==> config.mk <==
export PLATFORM = sky130hd
export DESIGN_NAME = pll_word_rx
export DESIGN_NICKNAME = d
export VERILOG_FILES = /design/src/rtl/pllcfg_pkg.sv /design/src/rtl/sync_cell.sv /design/src/rtl/word_shifter.sv /design/src/rtl/field_decode.sv /design/src/rtl/pll_word_rx.sv
export SDC_FILE = /design/constraint.sdc
export NUM_CORES = 1
export LEC_CHECK = 0
export BUFFER_PORTS_ARGS = -buffer_cell sky130_fd_sc_hd__buf_2
export CAP_MARGIN = 30
export CORE_ASPECT_RATIO = 0.8
export CORE_MARGIN = 2
export CORE_UTILIZATION = 34
export DETAILED_ROUTE_END_ITERATION = 10
export PLACE_DENSITY_LB_ADDON = 0.15
export SETUP_SLACK_MARGIN = 0.05
export SLEW_MARGIN = 15
export SYNTH_ARGS = -nofsm -noshare
export SYNTH_HDL_FRONTEND = slang
export SYNTH_HIERARCHICAL = 1
export SYNTH_SLANG_ARGS = --single-unit
==> constraint.sdc <==
create_clock -name clk -period 3.4 [get_ports clk]
set_input_delay 0.17 -clock clk [delete_from_list [all_inputs] [get_ports clk]]
set_output_delay 0.17 -clock clk [all_outputs]
set_load 0.05 [all_outputs]
==> src/rtl/pllcfg_pkg.sv <==
package pllcfg_pkg;
    localparam int IDX_W   = 4;
    localparam int PF_W    = 7;
    localparam int MUX_W   = 3;
    localparam int QF_W    = 7;
    localparam int WORD_W  = IDX_W + PF_W + 1 + MUX_W + QF_W;
    localparam int CNT_W   = $clog2(WORD_W + 1);
    localparam int PT_W    = PF_W + 1;
    localparam int QT_W    = QF_W + 1;
    localparam int P_OFS   = 3;
    localparam int Q_OFS   = 2;
    localparam int Q_LSB   = 0;
    localparam int MUX_LSB = Q_LSB + QF_W;
    localparam int RSV_POS = MUX_LSB + MUX_W;
    localparam int P_LSB   = RSV_POS + 1;
    localparam int IDX_LSB = P_LSB + PF_W;

    typedef struct packed {
        logic [IDX_W-1:0] idx;
        logic [PT_W-1:0]  p;
        logic             rsv;
        logic [MUX_W-1:0] mux;
        logic [QT_W-1:0]  q;
    } cfg_t;
endpackage

==> src/rtl/sync_cell.sv <==
module sync_cell #(
    parameter int WIDTH  = 1,
    parameter int STAGES = 2
) (
    input  logic             clk,
    input  logic             rst_n,
    input  logic [WIDTH-1:0] async_i,
    output logic [WIDTH-1:0] sync_o
);
    logic [STAGES-1:0][WIDTH-1:0] stg_d, stg_q;

    always_comb begin
        stg_d[0] = async_i;
        for (int s = 1; s < STAGES; s++) begin
            stg_d[s] = stg_q[s-1];
        end
    end

    always_ff @(posedge clk or negedge rst_n) begin
        if (!rst_n) stg_q <= '0;
        else        stg_q <= stg_d;
    end

    assign sync_o = stg_q[STAGES-1];
endmodule

==> src/rtl/word_shifter.sv <==
module word_shifter
    import pllcfg_pkg::*;
(
    input  logic              clk,
    input  logic              rst_n,
    input  logic              sclk_s,
    input  logic              data_s,
    input  logic              refsel_s,
    output logic [WORD_W-1:0] word_o,
    output logic              valid_o,
    output logic              err_o
);
    typedef struct packed {
        logic              sclk_prev;
        logic              refsel_prev;
        logic [WORD_W-1:0] shift;
        logic [CNT_W-1:0]  cnt;
        logic [WORD_W-1:0] hold;
        logic              valid;
        logic              err;
    } st_t;

    st_t st_d, st_q;
    logic rise;
    logic refsel_up;
    logic [WORD_W-1:0] shifted;

    always_comb begin
        st_d             = st_q;
        st_d.valid       = 1'b0;
        st_d.sclk_prev   = sclk_s;
        st_d.refsel_prev = refsel_s;
        rise             = sclk_s & ~st_q.sclk_prev;
        refsel_up        = refsel_s & ~st_q.refsel_prev;
        shifted          = {st_q.shift[WORD_W-2:0], data_s};
        if (refsel_up) begin
            st_d.cnt = '0;
        end
        if (rise) begin
            if (refsel_s) begin
                st_d.err = 1'b1;
            end else begin
                st_d.shift = shifted;
                if (st_q.cnt == CNT_W'(WORD_W - 1)) begin
                    st_d.hold  = shifted;
                    st_d.cnt   = '0;
                    st_d.valid = 1'b1;
                end else begin
                    st_d.cnt = st_q.cnt + 1'b1;
                end
            end
        end
    end

    always_ff @(posedge clk or negedge rst_n) begin
        if (!rst_n) st_q <= '0;
        else        st_q <= st_d;
    end

    assign word_o  = st_q.hold;
    assign valid_o = st_q.valid;
    assign err_o   = st_q.err;

    p_cnt_bound_r2: assert property (@(posedge clk) disable iff (!rst_n)
        st_q.cnt < CNT_W'(WORD_W));
    p_err_set_r6: assert property (@(posedge clk) disable iff (!rst_n)
        (sclk_s && !st_q.sclk_prev && refsel_s) |=> st_q.err);
    p_refsel_clear_r7: assert property (@(posedge clk) disable iff (!rst_n)
        (refsel_s && !st_q.refsel_prev) |=> (st_q.cnt == '0));
    p_hold_stable_r8: assert property (@(posedge clk) disable iff (!rst_n)
        !st_q.valid |-> $stable(st_q.hold));
    p_valid_single_r9: assert property (@(posedge clk) disable iff (!rst_n)
        st_q.valid |=> !st_q.valid);
    p_err_sticky_r10: assert property (@(posedge clk) disable iff (!rst_n)
        st_q.err |=> st_q.err);
endmodule

==> src/rtl/field_decode.sv <==
module field_decode
    import pllcfg_pkg::*;
(
    input  logic [WORD_W-1:0] word_i,
    output cfg_t              cfg_o
);
    always_comb begin
        cfg_o.idx = word_i[IDX_LSB +: IDX_W];
        cfg_o.p   = PT_W'(word_i[P_LSB +: PF_W]) + PT_W'(P_OFS);
        cfg_o.rsv = word_i[RSV_POS];
        cfg_o.mux = word_i[MUX_LSB +: MUX_W];
        cfg_o.q   = QT_W'(word_i[Q_LSB +: QF_W]) + QT_W'(Q_OFS);
    end
endmodule

==> src/rtl/pll_word_rx.sv <==
module pll_word_rx
    import pllcfg_pkg::*;
#(
    parameter int NUM_CH      = 2,
    parameter int SYNC_STAGES = 2
) (
    input  logic                    clk,
    input  logic                    rst_n,
    input  logic                    sdata_i,
    input  logic [NUM_CH-1:0]       sclk_i,
    input  logic [NUM_CH-1:0]       refsel_i,
    output logic [NUM_CH-1:0]       valid_o,
    output logic [NUM_CH*IDX_W-1:0] idx_o,
    output logic [NUM_CH*PT_W-1:0]  p_o,
    output logic [NUM_CH-1:0]       rsv_o,
    output logic [NUM_CH*MUX_W-1:0] mux_o,
    output logic [NUM_CH*QT_W-1:0]  q_o,
    output logic [NUM_CH-1:0]       err_o
);
    localparam int SYNC_W = 1 + 2 * NUM_CH;

    logic [SYNC_W-1:0] raw_in, synced;
    logic              data_s;
    logic [NUM_CH-1:0] sclk_s, refsel_s;

    assign raw_in = {refsel_i, sclk_i, sdata_i};

    sync_cell #(.WIDTH(SYNC_W), .STAGES(SYNC_STAGES)) u_sync (
        .clk     (clk),
        .rst_n   (rst_n),
        .async_i (raw_in),
        .sync_o  (synced)
    );

    assign data_s   = synced[0];
    assign sclk_s   = synced[NUM_CH:1];
    assign refsel_s = synced[SYNC_W-1:NUM_CH+1];

    for (genvar c = 0; c < NUM_CH; c++) begin : g_ch
        logic [WORD_W-1:0] held;
        cfg_t              cfg;

        word_shifter u_shift (
            .clk      (clk),
            .rst_n    (rst_n),
            .sclk_s   (sclk_s[c]),
            .data_s   (data_s),
            .refsel_s (refsel_s[c]),
            .word_o   (held),
            .valid_o  (valid_o[c]),
            .err_o    (err_o[c])
        );

        field_decode u_dec (
            .word_i (held),
            .cfg_o  (cfg)
        );

        assign idx_o[c*IDX_W +: IDX_W] = cfg.idx;
        assign p_o[c*PT_W +: PT_W]     = cfg.p;
        assign rsv_o[c]                = cfg.rsv;
        assign mux_o[c*MUX_W +: MUX_W] = cfg.mux;
        assign q_o[c*QT_W +: QT_W]     = cfg.q;
    end
endmodule

==> results of run 1 <==
==> registers in the layout, summed over array words and instances (netlist names) <==
register              count
g_ch.u_shift/valid_o      2
u_sync/sync_o             5
g_ch.u_shift/word_o      44
g_ch.u_shift/shifted     42
g_ch.u_shift/err_o        2
g_ch.u_shift/st_q        14
u_sync/stg_d              5
==> report_power, final <==
part | switching (mW) | internal [mW]
clock | 0.652 | 1.10
sequential | 0.0830 | 1.46
combinational | 0.0718 | 0.102
total | 0.807 | 2.67
==> layout make-up <==
type | count | share of cell area (%)
Sequential cell | 114 | 46.61
Multi-Input combinational cell | 198 | 32.18
Clock buffer | 18 | 7.175
Timing Repair Buffer | 67 | 6.337
Tap cell | 215 | 4.395
Clock inverter | 14 | 2.576
Inverter | 12 | 0.7359
==> metal layers <==
metal / vias up / wire (um)
met5: - / 0
met4: 0 / 136
met3: 12 / 474
met2: 59 / 3665
met1: 1416 / 4360
li1: 1352 / -
==> final timing paths <==
kind	start	endpoint	slack, ns	cells after the start
worst min-delay path	rst_n	u_sync/stg_d[8]	0.33	2
max in group asynchronous	rst_n	g_ch[1].u_shift/word_o[2]	2.31	3
worst max register to register	u_sync/sync_o[4]	g_ch[1].u_shift/word_o[1]	1.40	3
worst max-delay path	u_sync/sync_o[4]	g_ch[1].u_shift/word_o[1]	1.40	3
min in group clk	u_sync/stg_d[5]	u_sync/sync_o[0]	0.35	0
worst min register to register	u_sync/stg_d[5]	u_sync/sync_o[0]	0.35	0
==> layout by cell type (no fill, tap or decap), drive strengths merged, types with 8 or more instances in the layout <==
cell / count
buf: 61
nor2: 8
dfrtp: 114
mux2: 86
xnor2: 12
ha: 8
clkbuf: 18
nand2: 8
nand3: 12
inv: 14
==> logic make-up (layout without fill, tap and decap cells) <==
| logic type | count (synthesis) | in the layout | synth area share (%) |
|---|---|---|---|
| DFF | 114 | 114 | 52.17 |
| muxes | 86 | 86 | 20.32 |
| buffers and inverters | 86 | 111 | 11.99 |
| and+or+nand+nor | 60 | 60 | 7.322 |
| AOI/OAI and AO/OA | 26 | 26 | 3.478 |
| xor gates and xnor gates | 18 | 18 | 2.883 |
| adders and majority gates | 8 | 8 | 1.831 |
==> what timing repair did <==
item                      4_1_cts  5_1_grt
buffers inserted                0        0
hold endpoints to repair       54        0
hold buffers                    6        0
resized for setup               0        0
==> impl_results.md, run 1 <==
- DRT Wirelength: 8636 um
- GR peak layer: met1
- Post-Syn Area: 0.005468 mm^2
- Leakage: 3.005 nW
- Slowest cell delay on critical path: 0.52 ns
- Area of the multi-input gates: 0.001969 mm^2
- # DRC: 0
- Max Fclk: 0.4988 GHz
- Dpl ws: 1.383 ns
- Met3 usage: 4.903%
- Crit-path slowest cell: or3b_4
- Synth top cells by count: dfrtp_1, buf_4, mux2_2
- Avg WL per Cell: 13.54 um
- Unrepaired setup endpoints after global routing: false
- Final hold viol count: 0
- Via count: 2839
- Layout Skew: 0.008479 ns
- Placed cell count: 600
- Pwr/cell area: 568.2 mW/mm^2
- Post-synthesis register bit count: 114
- Initial antenna violation count: 0
- Grt met1 use: 15.23%
- Synth area leader: dfrtp_1
- Delay-heaviest family, CP: simple AND/OR/NAND/NOR gates
- Worst-Margin Slew: 0.7321 ns
- Final instance area: 0.006121 mm^2
- Root Driver: clkbuf_16
- Pwr Total: 3.478 mW
- Syn_area_per_cell: 13.74 um^2
- Final std cells w/o fill: 638
- Total GRT Usage: 11.18%
- # nets final: 425
- Crit. End Element: flip-flop
- Final min period: 2.005 ns
- Util after Layout: 38.87%
- Most frequent cell after synthesis: dfrtp_1
- Total grt overflow: 0
- Share of layout cells above drive strength 1: 45.63%
- Max_cap viols: 0
- Type of the worst min-delay path: in -> async
- Inserted Clock Buffers: 17
- Final setup viols: 0
- Setup_tns: 0 ns
- Layout Area Growth over Synthesis: 11.95%
- Final worst path period share: 58.97%
- Die area: 0.01712 mm^2
- CTS Sinks: 114
- Final worst slack: 1.395 ns
- Top-Level Pins: 59
- Prevailing post-synth register cell: dfrtp_1
- Seq. cell area: 0.002853 mm^2
- Status: finished, final reports clean
- Asr flop ratio synth: 100.0%
- Final ANT Viol Nets: 0
- Worst Path Max Fanout: 23
- # rows: 41
- FILL cells: 1491
- Mapped Cells: 398
- Die X-Extent: 145.8 um
- Post-synth EDFFs: 0
- Post-DR vias/cell: 4.450
- Worst-Skew Late Latency: 0.42 ns
- Syn Nets: 413
- Ant. Diodes: 0
- H-tree Lvls: 4
- Post-DP HPWL: 5536 um
- Die Span Y: 117.4 um
- Core area: 0.01575 mm^2
- Buffers plus inverters on the worst setup path: 0
- Required time worst endpoint: 3.70 ns
- Sequential-to-total area share from yosys stat: 52.17%
- Synth area leaders: dfrtp_1, mux2_4, mux2_2, buf_4, xnor2_1
- Worst hold slack: 0.3251 ns
- Met2 Use GR: 15.15%
- Routability cong.: 0.7496
- DP Area: 0.005464 mm^2
- Max clock buf depth: 2
- CTS tree: done
- First-pass GRT wire length: 14960 um
- Rel. slew slack: 50.98%
- Crit path DAT: 2.30 ns
- Vias in the first global route: 2834
- Largest net degree at the start of global routing: 66
- CP Launch Type: flip-flop
- Setup CP Type: reg -> reg
- Reg clk slew, reported paths: 0.06 ns
- Initial Util: 34.72%
- Starting DRT DRC Count: 114
- Port Buf Inserts: 58
- Slew Limit Fails: 0
- Drt first pass iters: 4
- Synth top area share: 52.17%
- Crit-path cells: or3b_4, nor2_8, mux2_2
- Peak supply drop: 0.3611 mV
- Distinct cells, synth: 38
- Synth Warn #: 6
Note: power is estimated with default switching activity, not from simulation.
==> inputs of run 2 (changes only) <==
==> constraint.sdc (replaced) <==
create_clock -name clk -period 2 [get_ports clk]
set_input_delay 0.1 -clock clk [delete_from_list [all_inputs] [get_ports clk]]
set_output_delay 0.1 -clock clk [all_outputs]
set_load 0.05 [all_outputs]
==> run 2 against run 1 <==
Register-to-register slack worse by 1.2 ns. First-iteration DRC count is 17% higher. Core utilization is 1.4 points higher.
==> impl_results.md, run 2 (same netlist as run 1, synthesis figures left out) <==
- Share of layout cells above drive strength 1: 47.21%
- DRT Wirelength: 8873 um
- Setup_tns: 0 ns
- Final ANT Viol Nets: 0
- RR Endpoint: g_ch[0].u_shift/word_o[21]
- Largest net degree at the start of global routing: 44
- Postcts setup bufs: 0
- Avg WL per Cell: 13.76 um
- Reg-to-Reg Start: g_ch[0].u_shift/st_q[24]
- CP startpoint: g_ch[1].u_shift/word_o[11]
- H-tree Lvls: 4
- Die Span Y: 117.4 um
- Total GRT Usage: 11.37%
- CP Launch Type: flip-flop
- Post-DR vias/cell: 4.363
- Final min period: 1.836 ns
- Leakage: 3.097 nW
- Reg2Reg Setup Slack: 0.21 ns
- Layout Skew: 0.008196 ns
- Final hold viol count: 0
- Worst-Skew Late Latency: 0.41 ns
- Worst-Margin Slew: 0.4291 ns
- Type of the worst min-delay path: in -> async
- Unrepaired setup endpoints after global routing: true
- Crit path DAT: 1.74 ns
- Peak supply drop: 0.5469 mV
- # nets final: 432
- Via count: 2814
- Inserted Clock Buffers: 17
- Crit. End Element: primary output
- Seq. cell area: 0.002853 mm^2
- Final worst path period share: 91.80%
- Required time worst endpoint: 1.90 ns
- First-pass GRT wire length: 15170 um
- Top-Level Pins: 59
- Reg clk slew, reported paths: 0.05 ns
- Util after Layout: 40.23%
- Max_cap viols: 0
- Max Fclk: 0.5447 GHz
- Rel. slew slack: 71.39%
- Initial Util: 34.72%
- Setup CP Type: reg -> out
- FILL cells: 1459
- Worst hold slack: 0.1768 ns
- Status: finished, final reports clean
- Root Driver: clkbuf_16
- Pwr/cell area: 1006 mW/mm^2
- Area of the multi-input gates: 0.001999 mm^2
- Initial antenna violation count: 0
- Starting DRT DRC Count: 133
- Leading cell type in the layout, fill and taps excluded: dfrtp_1
- Port Buf Inserts: 58
- Critical Path End: p_o[14]
- Ant. Diodes: 0
- R2R depth: 5
- Drt first pass iters: 4
- # DRC: 0
- Total grt overflow: 0
- Vias in the first global route: 2875
- Die X-Extent: 145.8 um
- Routability cong.: 0.7812
- # rows: 41
- Die area: 0.01712 mm^2
- Worst Path Max Fanout: 4
- Layout Area Growth over Synthesis: 15.88%
- Final setup viols: 0
- Core area: 0.01575 mm^2
- Largest register FFs: 44
- Commonest non-fill, non-tap cells in the layout: dfrtp_1, buf_2, mux2_2
- CTS Sinks: 114
- CTS tree: done
- Slew Limit Fails: 0
- Final instance area: 0.006336 mm^2
- Post-DP HPWL: 5905 um
- DP Area: 0.005597 mm^2
- Max clock buf depth: 2
[run 2: changes by cell type in the layout (fill, tap and decap cells not counted), moves of 2 or more]
| cell | previous run | this run |
|---|---|---|
| xor2_2 | 0 | 4 |
| buf_2 | 57 | 55 |
| clkbuf_4 | 0 | 2 |
| xor2_1 | 6 | 2 |
| bufinv_16 | 2 | 6 |
| clkinvlp_4 | 5 | 2 |
| buf_4 | 3 | 6 |
| clkinv_4 | 4 | 2 |
| buf_12 | 1 | 5 |
[run 2: worst max-delay path, cell delays in order, from the launching register on]
cell and delay, ns:
dfrtp_1 0.38, inv_1 0.07, ha_1 0.25, nor3_2 0.26
xor2_2 0.14, clkbuf_4 0.24
[run 2: layout make-up]
cell class                 instances  area share, %
tap                              215          4.246
clock inverter                    13          3.653
sequential                       114          45.02
inverter                          12         0.7109
timing repair buffer              74          7.820
multi-input combinational        198          31.56
clock buffer                      19          6.991
[run 2: how the worst min path moves through the flow]
stage,start,end,slack (ns),cells after the start
final,rst_n,u_sync/stg_d[6],0.18,2
after global routing,rst_n,g_ch[0].u_shift/st_q[52],0.22,2
after CTS,rst_n,u_sync/stg_d[6],0.18,2
after detailed placement,rst_n,u_sync/stg_d[6],0.08,1
after global placement,rst_n,u_sync/stg_d[6],0.08,1
after floorplan,rst_n,g_ch[0].u_shift/err_o,-0.20,0
[run 2: per-stage QoR]
stage | cells | power (mW) | setup WS, ns
after floorplan | 398 | 2.842 | 0.1151
after global placement | 607 | 2.970 | 0.2399
after detailed placement | 607 | 2.978 | 0.2023
after CTS | 645 | 6.471 | 0.09297
after global routing | 645 | 6.672 | 0.04569
final | 645 | 6.375 | 0.1640
[run 2: layer usage]
layer  up-vias  wire [um]  track usage [%]
met4         0         93            4.779
met1      1391       4701            16.40
met3         7        421            4.669
met5         -          0                0
li1       1362          -                -
met2        54       3658            14.80
[run 2: power by group]
group / internal, mW / total, mW / switching [mW]
Sequential: 2.49 / 2.63 / 0.136
Clock: 2.37 / 3.44 / 1.07
Combinational: 0.182 / 0.312 / 0.131
[run 2: timing repair]
item / CTS / global route
gates resized for setup: 0 / 2
endpoints found under the setup margin: 0 / 2
endpoints found under the hold margin: 34 / 0
hold buffers: 6 / 0
